--- config.mk ---
export PLATFORM = sky130hd
export DESIGN_NAME = opnd_hier
export DESIGN_NICKNAME = d
export VERILOG_FILES = /design/src/rtl/ohr_pkg.sv /design/src/rtl/ohr_store.sv /design/src/rtl/ohr_rdport.sv /design/src/rtl/opnd_hier.sv
export SDC_FILE = /design/constraint.sdc
export NUM_CORES = 2
export LEC_CHECK = 0
export BUFFER_PORTS_ARGS = -buffer_cell sky130_fd_sc_hd__buf_4
export CAP_MARGIN = 20
export CORE_MARGIN = 8
export CORE_UTILIZATION = 39
export CTS_CLUSTER_SIZE = 24
export DETAILED_ROUTE_END_ITERATION = 10
export GPL_ROUTABILITY_DRIVEN = 0
export PLACE_DENSITY = 0.51
export SLEW_MARGIN = 10
export SYNTH_ARGS = -nofsm -noshare
export SYNTH_HDL_FRONTEND = slang
export SYNTH_SLANG_ARGS = --single-unit
export TNS_END_PERCENT = 50
--- constraint.sdc ---
create_clock -name clk -period 2.6 [get_ports clk]
set_input_delay 0.13 -clock clk [delete_from_list [all_inputs] [get_ports clk]]
set_output_delay 0.13 -clock clk [all_outputs]
set_load 0.02 [all_outputs]
--- src/rtl/ohr_pkg.sv ---
package ohr_pkg;
   typedef enum logic [1:0] {
      LV_CTX = 2'b00,
      LV_OPN = 2'b01,
      LV_RES = 2'b10,
      LV_RSV = 2'b11
   } lvl_e;
endpackage

--- src/rtl/ohr_store.sv ---
module ohr_store #(
   parameter int DEPTH = 16,
   parameter int AW    = 4,
   parameter int SW    = 2,
   parameter int DW    = 32,
   parameter int NRD   = 3,
   parameter int GRP   = 4,
   parameter bit TRACK = 1'b1
) (
   input  logic                      clk,
   input  logic                      rst_n,
   input  logic                      we,
   input  logic [AW-1:0]             waddr,
   input  logic [DW-1:0]             wdata,
   input  logic                      clr_en,
   input  logic [SW-1:0]             clr_grp,
   input  logic [NRD-1:0][AW-1:0]    raddr,
   output logic [NRD-1:0][DW-1:0]    rdata,
   output logic [NRD-1:0]            rhit
);
   if (DEPTH != (1 << AW)) begin : g_bad_depth
      $error("ohr_store: DEPTH must equal 2**AW");
   end
   if (GRP < 1 || (DEPTH % GRP) != 0) begin : g_bad_grp
      $error("ohr_store: GRP must divide DEPTH");
   end

   logic [DW-1:0] mem [DEPTH];

   always_ff @(posedge clk or negedge rst_n) begin
      if (!rst_n) begin
         for (int e = 0; e < DEPTH; e++) mem[e] <= '0;
      end else if (we) begin
         mem[waddr] <= wdata;
      end
   end

   for (genvar p = 0; p < NRD; p++) begin : g_rd
      assign rdata[p] = mem[raddr[p]];
   end

   if (TRACK) begin : g_track
      logic [DEPTH-1:0] full;
      always_ff @(posedge clk or negedge rst_n) begin
         if (!rst_n) begin
            full <= '0;
         end else begin
            for (int e = 0; e < DEPTH; e++) begin
               if (clr_en && (int'(clr_grp) == e / GRP))
                  full[e] <= 1'b0;
               else if (we && (int'(waddr) == e))
                  full[e] <= 1'b1;
            end
         end
      end
      for (genvar p = 0; p < NRD; p++) begin : g_hit
         assign rhit[p] = full[raddr[p]];
      end
   end else begin : g_plain
      logic unused_clr;
      assign unused_clr = ^{clr_en, clr_grp};
      assign rhit = '1;
   end
endmodule

--- src/rtl/ohr_rdport.sv ---
module ohr_rdport
   import ohr_pkg::*;
#(
   parameter int DW = 32
) (
   input  logic          clk,
   input  logic          rst_n,
   input  logic          en,
   input  logic [1:0]    lvl,
   input  logic [DW-1:0] ctx_d,
   input  logic [DW-1:0] opn_d,
   input  logic          opn_hit,
   input  logic [DW-1:0] res_d,
   input  logic          res_hit,
   output logic          vld,
   output logic          err,
   output logic [DW-1:0] data
);
   logic          err_n;
   logic [DW-1:0] data_n;

   always_comb begin
      err_n  = 1'b0;
      data_n = '0;
      case (lvl_e'(lvl))
         LV_CTX: data_n = ctx_d;
         LV_OPN: begin
            err_n  = !opn_hit;
            data_n = opn_hit ? opn_d : '0;
         end
         LV_RES: begin
            err_n  = !res_hit;
            data_n = res_hit ? res_d : '0;
         end
         default: err_n = 1'b1;
      endcase
      if (!en) begin
         err_n  = 1'b0;
         data_n = '0;
      end
   end

   always_ff @(posedge clk or negedge rst_n) begin
      if (!rst_n) begin
         vld  <= 1'b0;
         err  <= 1'b0;
         data <= '0;
      end else begin
         vld  <= en;
         err  <= err_n;
         data <= data_n;
      end
   end
endmodule

--- src/rtl/opnd_hier.sv ---
module opnd_hier
   import ohr_pkg::*;
#(
   parameter int NSLOT = 4,
   parameter int NWARP = 4,
   parameter int MREG  = 8,
   parameter int ORFN  = 4,
   parameter int DW    = 16,
   parameter int NRD   = 3,
   parameter int SW    = $clog2(NSLOT),
   parameter int WW    = $clog2(NWARP),
   parameter int IW    = $clog2(MREG)
) (
   input  logic                      clk,
   input  logic                      rst_n,
   input  logic [SW-1:0]             iss_slot,
   input  logic [WW-1:0]             iss_warp,
   input  logic [NRD-1:0]            rd_en,
   input  logic [NRD-1:0][1:0]       rd_lvl,
   input  logic [NRD-1:0][IW-1:0]    rd_idx,
   input  logic                      wr_en,
   input  logic [1:0]                wr_lvl,
   input  logic [IW-1:0]             wr_idx,
   input  logic [DW-1:0]             wr_data,
   input  logic                      deact_en,
   input  logic [SW-1:0]             deact_slot,
   output logic [NRD-1:0]            rd_vld,
   output logic [NRD-1:0]            rd_err,
   output logic [NRD-1:0][DW-1:0]    rd_data,
   output logic                      wr_err
);
   localparam int OIW    = $clog2(ORFN);
   localparam int CAW    = WW + IW;
   localparam int OAW    = SW + OIW;
   localparam int C_DEP  = NWARP * MREG;
   localparam int O_DEP  = NSLOT * ORFN;

   if (NSLOT < 2 || (1 << SW) != NSLOT) begin : g_bad_slot
      $error("opnd_hier: NSLOT must be a power of two of at least 2");
   end
   if (NWARP < 2 || (1 << WW) != NWARP) begin : g_bad_warp
      $error("opnd_hier: NWARP must be a power of two of at least 2");
   end
   if (MREG < 2 || (1 << IW) != MREG) begin : g_bad_mreg
      $error("opnd_hier: MREG must be a power of two of at least 2");
   end
   if (ORFN < 2 || (1 << OIW) != ORFN || ORFN > MREG) begin : g_bad_orfn
      $error("opnd_hier: ORFN must be a power of two in 2..MREG");
   end
   if (NRD < 1) begin : g_bad_nrd
      $error("opnd_hier: NRD must be at least 1");
   end

   logic c_we, o_we, r_we;
   assign c_we = wr_en && (lvl_e'(wr_lvl) == LV_CTX);
   assign o_we = wr_en && (lvl_e'(wr_lvl) == LV_OPN);
   assign r_we = wr_en && (lvl_e'(wr_lvl) == LV_RES);

   logic [NRD-1:0][CAW-1:0] c_ra;
   logic [NRD-1:0][OAW-1:0] o_ra;
   logic [NRD-1:0][SW-1:0]  r_ra;
   for (genvar p = 0; p < NRD; p++) begin : g_addr
      assign c_ra[p] = {iss_warp, rd_idx[p]};
      assign o_ra[p] = {iss_slot, rd_idx[p][OIW-1:0]};
      assign r_ra[p] = iss_slot;
   end

   logic [NRD-1:0][DW-1:0] c_rd, o_rd, r_rd;
   logic [NRD-1:0]         unused_chit, o_hit, r_hit;

   ohr_store #(.DEPTH(C_DEP), .AW(CAW), .SW(SW), .DW(DW), .NRD(NRD),
               .GRP(MREG), .TRACK(1'b0)) u_ctx (
      .clk(clk), .rst_n(rst_n), .we(c_we), .waddr({iss_warp, wr_idx}),
      .wdata(wr_data), .clr_en(1'b0), .clr_grp(deact_slot),
      .raddr(c_ra), .rdata(c_rd), .rhit(unused_chit));

   ohr_store #(.DEPTH(O_DEP), .AW(OAW), .SW(SW), .DW(DW), .NRD(NRD),
               .GRP(ORFN), .TRACK(1'b1)) u_opn (
      .clk(clk), .rst_n(rst_n), .we(o_we),
      .waddr({iss_slot, wr_idx[OIW-1:0]}), .wdata(wr_data),
      .clr_en(deact_en), .clr_grp(deact_slot),
      .raddr(o_ra), .rdata(o_rd), .rhit(o_hit));

   ohr_store #(.DEPTH(NSLOT), .AW(SW), .SW(SW), .DW(DW), .NRD(NRD),
               .GRP(1), .TRACK(1'b1)) u_res (
      .clk(clk), .rst_n(rst_n), .we(r_we), .waddr(iss_slot),
      .wdata(wr_data), .clr_en(deact_en), .clr_grp(deact_slot),
      .raddr(r_ra), .rdata(r_rd), .rhit(r_hit));

   for (genvar p = 0; p < NRD; p++) begin : g_port
      ohr_rdport #(.DW(DW)) u_port (
         .clk(clk), .rst_n(rst_n), .en(rd_en[p]), .lvl(rd_lvl[p]),
         .ctx_d(c_rd[p]), .opn_d(o_rd[p]), .opn_hit(o_hit[p]),
         .res_d(r_rd[p]), .res_hit(r_hit[p]),
         .vld(rd_vld[p]), .err(rd_err[p]), .data(rd_data[p]));
   end

   always_ff @(posedge clk or negedge rst_n) begin
      if (!rst_n) wr_err <= 1'b0;
      else        wr_err <= wr_en && (lvl_e'(wr_lvl) == LV_RSV);
   end
endmodule

==> impl_metrics.yaml <==
yosys:
  syn_area_sq_um: 52000
  ys_warn_count: 0
  async_reset_ff_share_pct: 100
  syn_inst: 3437
  synth_edf_count: 0
  synth_fp_nets: 3486
  avgSynthCellArea_sq_um: 15.1
  yosysSeqAreaShare_pct: 43.6
  ys.flop_type: "dfrtp_1"
  synth-seq-cells: 907
  yosysUniqueCellTypes: 37
layout:
  seq_area_sq_um: 22700
  multi_input_area_sq_um: 27700
  area_growth_pct: 16.5
  final_common_cell: "dfrtp_1"
  fillers: 11500
  final_area_sq_um: 60600
  nets: 3648
  drive_gt1_share_pct: 56.3
  utilization_pct: 45.6
  final_cell_mix: "dfrtp_1 (907), mux2_2 (832), mux4_2 (605)"
clock_tree:
  clkSlewWorstSetupHoldPaths_ns: 0.06
  post_cts_buffers: 0
  clock_latency_ns: 0.72
  cts_buffers: 107
  h-tree-depth: 3
  clk_path_buf_depth: 3
  cts_sinks: 907
  cts_tree: "done"
  cts_root_buf: "clkbuf_16"
die:
  fp.dieH_um: 381
  die_w_um: 381
  initial_core_util_pct: 39.1
  dieArea_sq_um: 145000
  ios: 104
  core_area_sq_um: 133000
  rows: 134
detailed_routing:
  wl_um: 182000
  ant_nets: 0
  drt-initial-drc-count: 3426
  drc_errors: 0
  viasPerCell: 6.48
  dr_total_vias: 35400
  first_pass_iters: 6
  wl_per_cell_um: 33.4
sta:
  worstMarginPinSlew_ns: 1.08
  maxSlewViolCount: 0
  skew_ns: 0.0190
  slew_headroom_pct: 27.7
  fin_crit_sh_pct: 97.2
  rsz0062_at_grt: "false"
  holdWs_ns: 0.0549
  timing.fmax_ghz: 0.396
  finalCriticalPeriod_ns: 2.53
  setup_viol: 0
  fin_setup_tns_ns: 0
  hold_violations: 0
place:
  port_buffers: 103
  hpwl_um: 124000
  placed_area_sq_um: 56600
setup_path:
  worstPathArrival_ns: 3.16
  critPathMaxStageDelay_ns: 0.66
  worst_path_max_delay_cell: "dlygate4sd3_1"
  worstSetupPathType: "reg2reg"
  cp.required_ns: 3.23
  cpMostUsedCell: "mux4_2"
  crit_chain: "mux4_2 -> mux4_2 -> nand2b_1 -> a22oi_1 -> dlygate4sd3_1 -> nor2b_1"
  endpoint_kind: "register"
  worstRegToRegCells: 6
  start_kind: "register"
  cp_max_fo: 4
  critical_path_depth: 6
  cpLargestDelayFamily: "multiplexers"
  path_buf_inv: 1
power_and_ir_drop:
  p_comb_share_pct: 16.6
  max-vdd-ir-drop_mv: 0.560
  p_leak_nw: 26.0
  pwr_density_cell_nw_per_um2: 649
  p_total_mw: 39.3
  switching_share_pct: 26.9
  power_frac_clock_pct: 40.4
  seqPwrFrac_pct: 43.0
  p_int_mw: 28.7
  switchingPower_mw: 10.6
global_routing:
  grt_pass1_vias: 37200
  grt_max_degree: 95
  track_usage_pct: 24.7
  overflow: 0
  antenna_found_initial: 3
  grt_pass1_wl_um: 267000
flow_run:
  cap_violations: 0
hold_path:
  worstHoldPathCells: 2
  min_path_type: "in2reg"
status:
  status: "finished, final reports clean"
## sequential cells by signal, summed over array words and instances, names as in the netlist
register / flops
u_ctx.mem: 512
u_opn.g_track.full: 16
g_port.u_port.vld: 3
g_port.u_port.err: 3
g_port.u_port.data: 48
u_res.g_track.full: 4
wr_err: 1
u_opn.mem: 256
u_res.mem: 64
## layer usage
layer,global-route usage [%],share of wire [%],vias to the layer above
met4,8.58,3.5,2
met5,0,0.047,-
met3,5.41,7.8,369
met2,39.7,48,1673
li1,-,-,14100
met1,33.1,41,19200
## layout make-up
cell class,count,share of cell area [%]
multi-input combinational,2148,45.8
sequential,907,37.5
timing repair buffer,431,6.94
clock buffer,161,5.27
tap,1768,3.65
clock inverter,38,0.843
inverter,4,0.0248
antenna,2,0.00826
## power groups by stage
stage	clock network [mW]	logic [mW]	registers, mW
after floorplan	0	4.47	16.6
after global placement	0	6.36	16.9
after detailed placement	0	6.49	17.1
after CTS	16.2	6.54	16.9
after global routing	16.8	6.91	17.1
final	15.9	6.53	16.9
## worst register-to-register path, delay by kind of cell (launching register included)
family / cells / cell delay, ns
muxes: 2 / 1.00
buffers and inverters: 1 / 0.66
DFF: 1 / 0.42
and+or+nand+nor: 2 / 0.25
AOI/OAI and AO/OA: 1 / 0.11
## cells by family after synthesis
family / count (synthesis) / synth area share (%)
AND/OR/NAND/NOR: 295 / 3.16
AO/OA/AOI/OAI: 413 / 5.71
flip-flops: 907 / 43.6
buffers and inverters: 382 / 3.20
multiplexers: 1440 / 44.3
## cell usage after synthesis, types with 10 or more instances
master	instances	area (sq um)
dfrtp_1	907	22700
mux2_2	832	9370
mux4_2	605	13600
a22oi_1	341	2560
clkbuf_1	216	811
buf_2	135	676
nand2_1	93	349
a21oi_1	50	250
nand4_1	50	313
nand3_1	36	180
nor2_1	28	105
nor2b_1	26	163
o21a_1	16	120
buf_1	12	45.0
buf_4	12	90.1
nor3b_2	11	138
and3b_1	10	87.6
## stage by stage
stage	setup WS [ns]	instances
2_1_floorplan	0.629	3437
3_3_place_gp	-0.0653	5237
3_5_place_dp	-0.125	5237
4_1_cts	0.105	5457
5_1_grt	0.0513	5458
6_report	0.0730	5459
## worst paths after layout
path,from,end,slack (ns)
worst max-delay path,u_opn.g_track.full[6],g_port[2].u_port.err,0.07
min in group asynchronous,rst_n,u_ctx.mem[112],0.20
max in group asynchronous,rst_n,u_ctx.mem[401],1.70
worst min register to register,u_res.g_track.full[0],u_res.g_track.full[0],0.49
worst min-delay path,wr_data[6],u_opn.mem[246],0.05
worst max register to register,u_opn.g_track.full[6],g_port[2].u_port.err,0.07
## timing repair
| action | in CTS | in global routing |
|---|---|---|
| hold buffers | 21 | 0 |
| endpoints found under the hold margin | 647 | 0 |
| gates resized for setup | 0 | 0 |
Note: power is estimated with default switching activity, not from simulation.
